$ cat src/rtl/cpwm_center.sv
module cpwm_center #(
  parameter int CODE_W = 6
) (
  input  logic              clk,
  input  logic              rst,
  input  logic [CODE_W-1:0] code_in,
  output logic              pwm_out,
  output logic              frame_start
);
  localparam int SLOT_W = CODE_W + 1;

  logic [SLOT_W-1:0] slot, slot_nx;
  logic [CODE_W-1:0] code_q, code_nx, tap_sel, tap_nx;
  logic              half_nx, on_nx;

  assign slot_nx = slot + SLOT_W'(1);
  assign half_nx = slot_nx[SLOT_W-1];
  assign tap_nx  = slot_nx[CODE_W-1:0];
  assign code_nx = (slot == '0) ? code_in : code_q;

  assign tap_sel = half_nx ? code_nx : (CODE_W'(0) - code_nx);
  assign on_nx   = (code_nx != '0) && (half_nx ? (tap_nx < tap_sel) : (tap_nx >= tap_sel));

  always_ff @(posedge clk) begin
    if (rst) begin
      slot    <= '0;
      code_q  <= '0;
      pwm_out <= 1'b0;
    end else begin
      slot    <= slot_nx;
      code_q  <= code_nx;
      pwm_out <= on_nx;
    end
  end

  assign frame_start = (slot == '0);
endmodule

$ cat config.mk
export PLATFORM = sky130hd
export DESIGN_NAME = cpwm_center
export DESIGN_NICKNAME = d
export VERILOG_FILES = /design/src/rtl/cpwm_center.sv
export SDC_FILE = /design/constraint.sdc
export NUM_CORES = 1
export LEC_CHECK = 0
export BUFFER_PORTS_ARGS = -buffer_cell sky130_fd_sc_hd__buf_2
export CAP_MARGIN = 20
export CORE_ASPECT_RATIO = 1.1
export CORE_MARGIN = 4
export CORE_UTILIZATION = 60
export CTS_CLUSTER_DIAMETER = 100
export DETAILED_ROUTE_END_ITERATION = 10
export GPL_ROUTABILITY_DRIVEN = 0
export GPL_TIMING_DRIVEN = 0
export PLACE_DENSITY = 0.81
export SLEW_MARGIN = 0
export SYNTH_ARGS = -nofsm -noshare
export SYNTH_HDL_FRONTEND = slang
export SYNTH_SLANG_ARGS = --single-unit
export TNS_END_PERCENT = 100
$ cat constraint.sdc
create_clock -name clk -period 6.04 [get_ports clk]
set_input_delay 0.906 -clock clk [delete_from_list [all_inputs] [get_ports clk]]
set_output_delay 0.906 -clock clk [all_outputs]
set_load 0.005 [all_outputs]
==> metrics.cfg, run 1 <==
[synth]
synth-seq-area-share_pct = 30.4
yosysWarnings = 0
ys_ff_latch = 14
syn_area_um2 = 923
avgSynthCellArea_um2 = 9.42
syn-num-nets = 115
syn_inst = 98
synth_cell_types = 30

[critical_path]
end_kind = flop
reg2reg_from = slot[0]
reg2reg_slack_ps = 2570
cp-endpoint = pwm_out
crit_required_ps = 6230
critPathArrivalTime_ps = 3660
worstSetupPathType = reg2reg
startpoint = slot[0]
r2r_end = pwm_out
critPathLaunchType = flop
critPathMaxFanout = 10
reg2reg_depth = 14

[floorplanning]
core_mm2 = 0.00142
fp-row-count = 14
dieArea_mm2 = 0.00223
initial_core_util_pct = 65.1
die_w_um = 45.4
die_y_um = 49.1
io_pins = 10

[pwr]
p_total_uw = 251
sw_frac_of_total_pct = 32.1
p_sw_uw = 80.9
power_density_mw_per_mm2 = 245
power_frac_seq_pct = 41.4
power.internal_uw = 171
pwr-share-comb_pct = 31.3
power_frac_clock_pct = 27.4
ir_drop_mv = 0.197
p_leak_uw = 0.000446

[clocking]
insertion_delay_ps = 290
clock_tree.buffer_depth = 2
root_buffer = clkbuf_4
htreeDepth = 1
cts.clk_slew.worst_paths_ps = 90
cts_made_buffers = 3
cts_tree = built
cts_resized = 0
cts_num_sinks = 14
holdBufCountCts = 0
cts_setup_buffers = 0

[routing]
drt_iter0_markers = 19
route.detailed.drc = 0
wl_per_cell_um = 14.4
finalWirelength_um = 1830
ant_nets = 0
drt_pass1_iterations = 4
vias_per_cell = 5.86
vias = 744

[flow_run]
drv_cap = 0

[finish]
nets = 129
multi_input_area_um2 = 617
drive_above_1_share_pct = 20.7
antenna_cells = 0
syn2layout_area_growth_pct = 11.0
fillers = 109
ff_latch_area_um2 = 280

[global_routing]
antenna_found_initial = 0
grt_pass1_vias = 707
grt_max_degree = 11
grt_usage_pct = 19.5
grt_pass1_wl_um = 3200
grt.overflow.total = 0

[sta]
tns_ps = 0
clock_skew_ps = 1.72
maxSlewViolCount = 0
finalCritPeriodShare_pct = 57.5
max_freq_mhz = 288
relSlewSlack_pct = 69.1
tightest_slew_ps = 463
finalSetupViolCount = 0
fin_ws_ps = 2570
finalHoldViolCount = 0
hold_slack_ps = 543
fin_crit_ps = 3470
rsz0062_at_grt = no

[placed_design]
post-place-ws_ps = 2620
port_buffers = 9
dp_hpwl_um = 1420

[worst_hold_path]
min-delay-path-class = reg2reg

[run_status]
status = completed

[how the worst min path moves through the flow]
stage	startpoint	end	slack [ps]	cells past startpoint
6_report	slot[0]	slot[0]	540	1
3_5_place_dp	slot[0]	slot[0]	530	1
5_1_grt	slot[0]	slot[0]	570	1
2_1_floorplan	slot[0]	slot[0]	440	1
4_1_cts	slot[0]	slot[0]	550	1
3_3_place_gp	slot[0]	slot[0]	480	1
[logic make-up after synthesis]
group / count (synthesis) / synth area share, %
xor+xnor: 10 / 9.48
fa+ha+maj: 9 / 12.2
buf+inv: 7 / 2.84
simple gates: 33 / 21.3
flops: 14 / 30.4
compound gates: 17 / 15.2
mux: 8 / 8.67
[synthesized netlist by cell type]
| cell type | number | share of area [%] |
|---|---|---|
| inv_1 | 5 | 2.0 |
| o21a_1 | 1 | 0.81 |
| nand3_2 | 1 | 1.1 |
| nand2_4 | 1 | 1.2 |
| o31ai_2 | 1 | 1.4 |
| nor3_1 | 1 | 0.54 |
| o21ai_0 | 3 | 1.6 |
| or3_4 | 1 | 1.2 |
| nor2b_1 | 5 | 3.4 |
| nand2_1 | 3 | 1.2 |
| clkbuf_1 | 1 | 0.41 |
| ha_1 | 9 | 12 |
| nor3_2 | 1 | 1.1 |
| inv_2 | 1 | 0.41 |
| or3_1 | 3 | 2.0 |
| dfxtp_1 | 14 | 30 |
| xnor2_1 | 6 | 5.7 |
| nor4b_2 | 1 | 1.6 |
| xor2_1 | 4 | 3.8 |
| a21oi_1 | 5 | 2.7 |
| a2111oi_4 | 1 | 3.0 |
| nor2_1 | 11 | 4.5 |
| a311oi_1 | 1 | 0.95 |
| nand2_2 | 1 | 0.68 |
| nand4_1 | 1 | 0.68 |
| mux2i_1 | 8 | 8.7 |
| nor4b_1 | 1 | 0.95 |
| o311ai_1 | 4 | 3.8 |
| nand3_1 | 2 | 1.1 |
| o21ai_2 | 1 | 0.95 |
[final cells by class]
class,count,area share [%]
multi-input combinational,77,60.2
timing repair buffer,9,4.40
clock buffer,4,3.54
tap,16,1.95
inverter,6,2.20
sequential,14,27.4
buffer,1,0.366
[routing by layer]
layer / vias up / wire length, um / part of all wire, % / track usage, %
li1: 378 / - / - / -
met1: 346 / 822 / 45 / 26.0
met2: 17 / 920 / 50 / 29.5
met3: 3 / 67 / 3.7 / 5.54
met4: 0 / 23 / 1.3 / 6.34
met5: - / 0 / 0 / 0
[power groups by stage]
stage	Combinational [uW]	Sequential [uW]	Clock [uW]
after floorplan	60.0	104	0
after CTS	78.6	104	69.7
after global placement	74.6	106	0
final	78.6	104	68.9
after detailed placement	77.8	106	0
after global routing	89.1	104	74.1
[critical path: stages, from the launching register on]
cell and delay (ps):
dfxtp_1 450, inv_1 90, ha_1 200, nor4b_2 160, nand2_2 230, mux2i_1 370
ha_1 320, nor4b_1 250, a311oi_1 100, xor2_1 160, ha_1 320, nand2_1 60
o21ai_0 250, nor3_2 90, a2111oi_4 320
[flip-flops by register name, indices dropped and copies added (netlist names)]
| name | flops |
|---|---|
| code_q | 6 |
| pwm_out | 1 |
| slot | 7 |
[metrics by stage]
step	cells	cell area, um2	util (%)
floorplan	98	923	-
global placement	123	988	69.7
detailed placement	123	988	69.7
CTS	127	1020	72.2
global route	127	1020	72.2
finish	127	1020	72.2
[cells in the final DEF (no fill, tap or decap), drive strengths merged, types with 5 or more instances in the layout]
cell,Yosys,routed
dfxtp,14,14
nor2,11,11
ha,9,9
buf,0,9
mux2i,8,8
xnor2,6,6
inv,6,6
nor2b,5,5
a21oi,5,5
nand2,5,5
clkbuf,1,5
Power figures use the tool's default switching activity.
==> inputs of run 2 (changes only) <==
--- a/config.mk
+++ b/config.mk
@@ -9,12 +9,12 @@
 export CAP_MARGIN = 20
 export CORE_ASPECT_RATIO = 1.1
 export CORE_MARGIN = 4
-export CORE_UTILIZATION = 60
+export CORE_UTILIZATION = 51
 export CTS_CLUSTER_DIAMETER = 100
 export DETAILED_ROUTE_END_ITERATION = 10
 export GPL_ROUTABILITY_DRIVEN = 0
 export GPL_TIMING_DRIVEN = 0
-export PLACE_DENSITY = 0.81
+export PLACE_DENSITY = 0.74
 export SLEW_MARGIN = 0
 export SYNTH_ARGS = -nofsm -noshare
 export SYNTH_HDL_FRONTEND = slang
==> constraint.sdc (replaced) <==
create_clock -name clk -period 3 [get_ports clk]
set_input_delay 0.45 -clock clk [delete_from_list [all_inputs] [get_ports clk]]
set_output_delay 0.45 -clock clk [all_outputs]
set_load 0.005 [all_outputs]
==> metrics.cfg, run 2 (same netlist as run 1, synthesis figures left out) <==
[critical_path]
crit_slowest_cell = dfxtp_4
worstSetupPathType = reg2reg
end_kind = flop
crit_chain = inv_4, ha_4, nor4b_4, nand2_2, mux2i_4, ha_2, buf_6, a311oi_2, xor2_1, ha_1, nand2_1, o21ai_1, o21a_1, a2111oi_4
startpoint = slot[0]
critPathMaxFanout = 3  ; -7
reg2reg_from = slot[0]
critPathArrivalTime_ps = 3060  ; -600 ps
critPathLaunchType = flop
slowest_delay_ps = 370  ; -80 ps
crit_required_ps = 3200  ; -3030 ps

[pwr]
power_frac_clock_pct = 25.8  ; -1.6 points
power.internal_uw = 374  ; +120%
ir_drop_mv = 0.288  ; +46%
p_leak_uw = 0.000498  ; +12%
sw_frac_of_total_pct = 33.1  ; +0.97 points
power_frac_seq_pct = 37.7  ; -3.7 points
pwr-share-comb_pct = 36.5  ; +5.2 points
power_density_mw_per_mm2 = 481  ; +96%
p_sw_uw = 185  ; +130%

[sta]
finalSetupViolCount = 0  ; unchanged
max_freq_mhz = 349  ; +21%
finalHoldViolCount = 0  ; unchanged
tightest_slew_ps = 473  ; +10.5 ps
rsz0062_at_grt = yes
clock_skew_ps = 1.55  ; -0.168 ps
finalCritPeriodShare_pct = 95.4  ; +38 points
fin_ws_ps = 138  ; -2430 ps
fin_crit_ps = 2860  ; -612 ps
tns_ps = 0  ; unchanged
relSlewSlack_pct = 68.4  ; -0.70 points
maxSlewViolCount = 0  ; unchanged

[global_routing]
antenna_found_initial = 0  ; unchanged
grt_pass1_vias = 740  ; +4.7%
grt_busiest_layer = met2
met1_usage_pct = 19.1  ; -6.8 points
grt.overflow.total = 0  ; unchanged
grtUsageMet3_pct = 3.70  ; -1.8 points
grt_pass1_wl_um = 3260  ; +1.7%
grt_usage_pct = 16.9  ; -2.7 points
grt_max_degree = 11  ; unchanged
grt_use_met2_pct = 29.3  ; -0.19 points

[finish]
largest_register = slot
top_regs = slot (7), code_q (6), pwm_out (1)
fillers = 125  ; +15%
ff_latch_area_um2 = 285  ; +1.8%
fin_cells = 136  ; +7.1%
mostFrequentLayoutCell = dfxtp_1
syn2layout_area_growth_pct = 25.9
largest_register_ffs = 7  ; unchanged
antenna_cells = 0  ; unchanged
final_cell_mix = dfxtp_1, nor2_1, buf_2
multi_input_area_um2 = 682  ; +11%
fin_util_pct = 71.2  ; -1.0 points
drive_above_1_share_pct = 35.3  ; +15 points
nets = 137  ; +6.2%

[floorplanning]
fp-row-count = 15  ; +1
die_y_um = 52.6  ; +7.1%
initial_core_util_pct = 56.6  ; -8.5 points
io_pins = 10  ; unchanged
dieArea_mm2 = 0.00256  ; +15%
die_w_um = 48.6  ; +7.0%
core_mm2 = 0.00163  ; +15%

[placed_design]
port_buffers = 9  ; unchanged
dp_cells = 124  ; +0.81%
dp_hpwl_um = 1480  ; +4.4%
post-place-ws_ps = -394  ; -3020 ps

[clocking]
clock_tree.buffer_depth = 2  ; unchanged
root_buffer = clkbuf_4
cts_tree = built
cts_made_buffers = 3  ; unchanged
htreeDepth = 1  ; unchanged
cts_num_sinks = 14  ; unchanged
cts.clk_slew.worst_paths_ps = 90  ; about the same
insertion_delay_ps = 290  ; about the same

[routing]
vias_per_cell = 5.88  ; +0.29%
drt_pass1_iterations = 4  ; unchanged
ant_nets = 0  ; unchanged
finalWirelength_um = 2170  ; +18%
route.detailed.drc = 0  ; unchanged
wl_per_cell_um = 15.9  ; +10%
vias = 799  ; +7.4%
drt_iter0_markers = 9  ; -10

[worst_hold_path]
min-delay-path-class = in2reg
hold_start = rst

[run_status]
status = completed

[flow_run]
drv_cap = 0  ; unchanged

-- run 2: timing repair --
item	4_1_cts	5_1_grt
endpoints found under the setup margin	1	1
hold buffers	0	0
buffers inserted	3	5
pin swaps	3	8
gates resized for setup	5	11
-- run 2: per-stage QoR --
stage	power, uW	instance area, um2	hold WS (ps)
after global routing	588	1160	417
after floorplan	335	933	445
after CTS	532	1080	409
after detailed placement	372	1000	479
after global placement	367	1000	473
final	559	1160	410
-- run 2: path summary, 6_finish.rpt --
check | to | slack [ps] | cells past startpoint
max | pwm_out | 140 | 14
min | slot[5] | 410 | 2
max reg2reg | pwm_out | 140 | 14
min reg2reg | code_q[4] | 570 | 2
-- run 2: area by class of cell --
cell class | instances | share of cell area [%]
Tap cell | 17 | 1.83
Multi-Input combinational cell | 77 | 58.7
Inverter | 6 | 2.15
Clock buffer | 4 | 3.12
Sequential cell | 14 | 24.5
Buffer | 1 | 0.323
Timing Repair Buffer | 17 | 9.36
-- run 2: power groups by stage --
stage                     Combinational [uW]  Clock [uW]  Sequential [uW]
after global routing                     222         154              212
final                                    204         144              211
after global placement                   155           0              212
after detailed placement                 159           0              213
after CTS                                176         146              210
after floorplan                          125           0              211
-- run 2: worst max-delay path: cells and delay by family (launching register included) --
kind / cells / cell delay, ps
compound gates: 4 / 810
fa+ha+maj: 3 / 580
simple gates: 3 / 400
flops: 1 / 370
mux: 1 / 220
buf+inv: 2 / 190
xor+xnor: 1 / 180
-- run 2: routing by layer --
| layer | wire [um] | vias to the layer above | share of wire [%] |
|---|---|---|---|
| li1 | - | 394 | - |
| met1 | 965 | 383 | 44 |
| met2 | 1110 | 18 | 51 |
| met3 | 70 | 4 | 3.2 |
| met4 | 26 | 0 | 1.2 |
| met5 | 0 | - | 0 |
